--- src/rtl/phase_window_meter_pkg.sv ---
package phase_window_meter_pkg;

    typedef enum logic {
        WIN_SHUT = 1'b0,
        WIN_OPEN = 1'b1
    } win_state_t;

    typedef struct packed {
        logic ref_rise;
        logic fb_rise;
    } edge_pair_t;

    localparam int unsigned SYNC_DEPTH_DEF = 2;
    localparam int unsigned CNT_W_DEF      = 8;

endpackage

--- src/rtl/pwm_edge_sync.sv ---
module pwm_edge_sync #(
    parameter int unsigned STAGES = 2
) (
    input  logic clk,
    input  logic rst,
    input  logic din,
    output logic rise
);
    localparam int unsigned TAPS = STAGES + 1;

    logic [TAPS-1:0] chain;

    always_ff @(posedge clk) begin
        if (rst) chain <= '0;
        else     chain <= {chain[TAPS-2:0], din};
    end

    assign rise = chain[STAGES-1] & ~chain[STAGES];
endmodule

--- src/rtl/pwm_window.sv ---
module pwm_window
    import phase_window_meter_pkg::*;
(
    input  logic       clk,
    input  logic       rst,
    input  edge_pair_t edges,
    output logic       window
);
    win_state_t st_q, st_d;

    always_comb begin
        st_d = st_q;
        if (edges.ref_rise)     st_d = WIN_OPEN;
        else if (edges.fb_rise) st_d = WIN_SHUT;
    end

    always_ff @(posedge clk) begin
        if (rst) st_q <= WIN_SHUT;
        else     st_q <= st_d;
    end

    assign window = (st_q == WIN_OPEN);
endmodule

--- src/rtl/pwm_gate_count.sv ---
module pwm_gate_count #(
    parameter int unsigned CNT_W = 8
) (
    input  logic             clk,
    input  logic             rst,
    input  logic             window,
    input  logic             restart,
    output logic [CNT_W-1:0] run_cnt,
    output logic [CNT_W-1:0] err,
    output logic             valid
);
    localparam logic [CNT_W-1:0] CNT_MAX = '1;

    logic [CNT_W-1:0] cnt_q, err_q;
    logic             valid_q;

    always_ff @(posedge clk) begin
        if (rst) begin
            cnt_q   <= '0;
            err_q   <= '0;
            valid_q <= 1'b0;
        end else begin
            valid_q <= restart;
            if (restart) begin
                err_q <= cnt_q;
                cnt_q <= '0;
            end else if (window && cnt_q != CNT_MAX) begin
                cnt_q <= cnt_q + 1'b1;
            end
        end
    end

    assign run_cnt = cnt_q;
    assign err     = err_q;
    assign valid   = valid_q;
endmodule

--- src/rtl/phase_window_meter.sv ---
module phase_window_meter
    import phase_window_meter_pkg::*;
#(
    parameter int unsigned CNT_W      = CNT_W_DEF,
    parameter int unsigned SYNC_DEPTH = SYNC_DEPTH_DEF
) (
    input  logic             clk,
    input  logic             rst,
    input  logic             ref_in,
    input  logic             fb_in,
    output logic [CNT_W-1:0] err_o,
    output logic             err_valid_o,
    output logic             window_o
);
    localparam int unsigned NUM_IN = 2;

    logic [NUM_IN-1:0] raw_in, rise_vec;
    edge_pair_t        edges;
    logic [CNT_W-1:0]  run_cnt;

    assign raw_in = {ref_in, fb_in};

    generate
        for (genvar g = 0; g < NUM_IN; g++) begin : g_sync
            pwm_edge_sync #(.STAGES(SYNC_DEPTH)) u_sync (
                .clk  (clk),
                .rst  (rst),
                .din  (raw_in[g]),
                .rise (rise_vec[g])
            );
        end
    endgenerate

    assign edges.ref_rise = rise_vec[1];
    assign edges.fb_rise  = rise_vec[0];

    pwm_window u_win (
        .clk    (clk),
        .rst    (rst),
        .edges  (edges),
        .window (window_o)
    );

    pwm_gate_count #(.CNT_W(CNT_W)) u_cnt (
        .clk     (clk),
        .rst     (rst),
        .window  (window_o),
        .restart (edges.ref_rise),
        .run_cnt (run_cnt),
        .err     (err_o),
        .valid   (err_valid_o)
    );
endmodule

--- config.mk ---
export PLATFORM = sky130hd
export DESIGN_NAME = phase_window_meter
export DESIGN_NICKNAME = d
export VERILOG_FILES = /design/src/rtl/phase_window_meter_pkg.sv /design/src/rtl/pwm_edge_sync.sv /design/src/rtl/pwm_window.sv /design/src/rtl/pwm_gate_count.sv /design/src/rtl/phase_window_meter.sv
export SDC_FILE = /design/constraint.sdc
export NUM_CORES = 1
export LEC_CHECK = 0
export ABC_AREA = 1
export CORE_AREA = 10 10 53 55
export DETAILED_ROUTE_END_ITERATION = 16
export DIE_AREA = 0 0 63 65
export PLACE_DENSITY_LB_ADDON = 0.25
export SYNTH_ARGS = -nofsm -noshare
export SYNTH_HDL_FRONTEND = slang
export SYNTH_SLANG_ARGS = --single-unit
--- constraint.sdc ---
create_clock -name clk -period 1.96 [get_ports clk]
set_input_delay 0.392 -clock clk [delete_from_list [all_inputs] [get_ports clk]]
set_output_delay 0.392 -clock clk [all_outputs]
set_load 0.1 [all_outputs]
### Word-level counts from Yosys, hierarchy flattened

Index checks and enable logic that the tools add are counted.

* reduce and logical (&&, ||, !) cells: 3
* bitwise logic cells: 4
* muxes and demuxes: 2
* $add $sub $neg: 1
* eq/ne operators: 1

Operators by type and width (count)
* adder 8 x 1 -> 8 bit (second input constant): 1
* inequality test 8 bit (second input constant): 1
* AND 1 bit: 2
* two-way mux 1 bit: 2
* inverter 1 bit: 2
* nonzero test 2 bit: 1
* OR reduction 2 bit: 1
* logical AND 1 bit: 1

* input port bits: 4
* output and inout bits: 10
* word-level logic and storage cells: 17
* register bits: 24

### Longest topological paths before layout

* depth in word-level cells: 4
* depth in mapped cells: 7

### Modules after synthesis

From an unflattened synthesis, not the netlist that was laid out.

* cells, all modules: 115
* area total of the unflattened synthesis: 923.4 um^2

Modules (own cells, without submodules)
* pwm_gate_count: cells each 90, instances 1, area an instance 710.7 um^2
* pwm_edge_sync: cells each 10, instances 2, area an instance 86.3 um^2
* pwm_window: cells each 5, instances 1, area an instance 40.0 um^2

### Worst setup path before layout

OpenSTA, ideal clock, no wires.

* kind: register to register
* from: register u_win.st_q (netlist: u_win.window)
* to: register u_cnt.cnt_q[7] (netlist: u_cnt.run_cnt[7])
* path slack: 193 ps
* cell stages (with the launch flop): 7
* data arrival time: 1654 ps
* library setup time: 113 ps
* data required time: 1847 ps
* cells stage by stage: dfxtp_1 -> buf_4 -> nand2_1 -> nor3_2 -> nand2_1 -> nor2_1 -> nor2_1

* cells in the longest elaborated chain, start to end: 1

RTL lines
* from (decl): line pwm_window.sv:9 `win_state_t st_q, st_d;`
* from (signal assigned): line pwm_window.sv:19 `else st_q <= st_d;`
* logical AND 1 bit: line pwm_gate_count.sv:27 `end else if (window && cnt_q != CNT_MAX) begin`
* to (signal assigned): line pwm_gate_count.sv:28 `cnt_q <= cnt_q + 1'b1;`
* to (decl): line pwm_gate_count.sv:14 `logic [CNT_W-1:0] cnt_q, err_q;`

No other way between the ends.
A chain may end at the register's enable or synchronous reset.

### Worst setup path in the final report

* from: register u_win.st_q (netlist: u_win.window)
* to: output port window_o

RTL lines
* to (decl): line phase_window_meter.sv:13 `output logic window_o`

No word-level cell between the ends.

==> results.md <==
* Reg2reg path depth at 6
* Hold Buf Count CTS at 0
* RSZ-0062 raised after global routing: false
* Avg Cell Area, Syn at just over 8 sq um
* DIE AREA at ~4100 sq um
* Largest fanout on the critical path at 10
* Fraction of layout cells with a size suffix above 1 at 0.1769
* Final ANT Viol Nets at 0
* Initial antenna violation count at 0
* Critical path's slowest cell: dfxtp_1
* Final Net Count at around 140
* Slowest stage delay, CP at about 0.58 ns
* RR Startpoint: u_cnt.run_cnt[0]
* Grt ovf at 0
* Via count at around 760
* R2R setup slack at between 0.6 and 0.7 ns
* Slew Viols, Final at 0
* Setup TNS at 0 ns
* Worst slew pin tran at ~0.4 ns
* Final Wtd Congestion at 0.7804
* Reg clk slew, reported paths at between 0.1 and 0.15 ns
* Mapped Nets at ~120
* Fin Clk Skew at roughly 0.0024 ns
* CTS H-tree depth at 1
* Worst path cell trace: buf_12
* Post-Synthesis Cells at roughly 120
* Leakage at between 0.0004 and 0.0005 uW
* FF-to-FF End: u_cnt.run_cnt[0]
* Largest net degree at the start of global routing at 16
* DP HPWL at about 1.4 mm
* Power Density at roughly 700 nW/um^2
* Max VDD drop at 458.0 uV
* Fmax at roughly 660 MHz
* Part of the cycle the worst path needs at 0.7702
* Initial Util at 0.5094
* Max_cap viols at 0
* Clk_lat worst skew at roughly 0.30 ns
* Hold Vio Cnt, Final at 0
* #FFs+latches synth at 24
* Worst path bufs/invs at 1
* Number of global-route vias before repair at between 700 and 800
* Cell taking the most area after synthesis: dfxtp_1
* Initial DRC Count at 13
* Root buffer selected by CTS: clkbuf_4
* Cell family with most CP delay: flip-flops
* Num ports at 14
* Vias/cell at 4.866
* Synth area leaders: dfxtp_1 (51%), nand2_1 (8.7%), nor2_1 (7.9%)
* Port Buffers at 13
* Yosys warning count at 0
* DRC errors left at 0
* Critical path destination: window_o
* Post-CTS Setup Inserts at 0
* Seq/Total Area, Yosys at 0.5066
* Total wire length at 1.766 mm
* TritonCTS Buffers at 3
* Drt first pass iters at 4
* CTS max path bufs at 2
* Final setup vio count at 0
* Die Span Y at ~65 um
* Relative slew slack at 0.7347
* Antenna cell count at 0
* Filler instances at 180
* Final hold slack at about 0.42 ns
* Post-Place Cells at 154
* DR WL/cell at around 11 um
* Chip width at between 60 and 70 um
* Crit end category: primary output
* Most common cell after layout, fill and taps aside: dfxtp_1
* Critical Path Start Type: register
* CTS Sinks at 24
* WS Path Type: register to primary output
* Status: complete, no violations
* Area Overhead vs Synth at 15.96%
* Post-route minimum period at 1.510 ns
* CP arrival at ~1.1 ns
* # resized after CTS at 0
* Most frequent cells in the layout: dfxtp_1 (24), nand2_1 (22), nor2_1 (20)
* Global-route wire length before repair at about 3.3 mm
* Hold_sp: g_sync[0].u_sync.chain[0]
* Post-Syn Area at ~950 sq um
* Number of cells on the critical path at 1
* Total chip power at 769.0 uW
* Core ar. at between 1500 and 2000 sq um
* Synth top area share at 0.5066
* Worst setup path start: u_win.window
* Synth unique cells at 21
* CTS tree: yes
* Tot GR Track Use at 0.09876
* FP Rows at 16
* Worst endpoint required time at between 1.5 and 2 ns
* HP Class: register to register
* Layout Cells excl Fill at ~160
[final cells by class]
class	instances	area (sq um)	area share
clock buffer	3	22.52	0.02048
inverter	16	60.06	0.05461
multi-input combinational	74	385.4	0.3504
sequential	24	480.5	0.4369
tap	27	33.78	0.03072
timing repair buffer	13	117.6	0.1069
[cell families after synthesis]
kind of cell / count (synthesis) / share of synthesized area
AOI/OAI and AO/OA: 14 / 0.08970
and+or+nand+nor: 59 / 0.3034
DFF: 24 / 0.5066
buffers and inverters: 19 / 0.08707
adders and majority gates: 1 / 0.01319
[synthesized netlist by cell type]
cell type and instances:
nor2_4 3, nor3_2 1, inv_2 2, a21oi_1 4, nand2_4 1, nor2_2 1, nand2_1 22, inv_1 14
ha_1 1, o21ai_0 5, nor2_1 20, a22o_1 4, nand3_1 3, buf_4 3, o21ai_1 1, nor3_1 2
nand4_1 2, nand2_2 1, dfxtp_1 24, nand3_2 1, nand3b_1 2
[worst min path at each step]
stage / endpoint / cells after the start
detailed placement: g_sync[1].u_sync.chain[1] / 2
global placement: g_sync[1].u_sync.chain[1] / 2
floorplan: g_sync[0].u_sync.chain[1] / 2
CTS: g_sync[1].u_sync.chain[1] / 2
global route: g_sync[0].u_sync.chain[1] / 2
finish: g_sync[0].u_sync.chain[1] / 2
[registers in the layout, summed over array words and instances, names as in the netlist]
register / flops
u_cnt.err: 8
u_win.window: 1
u_cnt.valid: 1
g_sync.u_sync.chain: 6
u_cnt.run_cnt: 8
[through the flow]
stage / cell area (sq um) / utilization / worst slack (ns)
after global routing: 1100 / 0.5907 / 0.3769
final: 1100 / 0.5907 / 0.4503
after global placement: 1077 / 0.5786 / 0.2998
after CTS: 1100 / 0.5907 / 0.4303
after detailed placement: 1077 / 0.5786 / 0.2566
after floorplan: 948.4 / - / 0.1932
[where the power goes]
part	switching (uW)	internal, uW
registers	7.93	497
clock network	135	71.7
logic	37.0	20.0
[layer usage]
layer  wire, um  vias up  GRT usage
met5          0        -          0
met4          9        0    0.05307
met3        123        2    0.03780
met2        894       19     0.1675
met1        737      346     0.1042
li1           -      397          -
No activity file was read; power rests on OpenSTA's default activity.
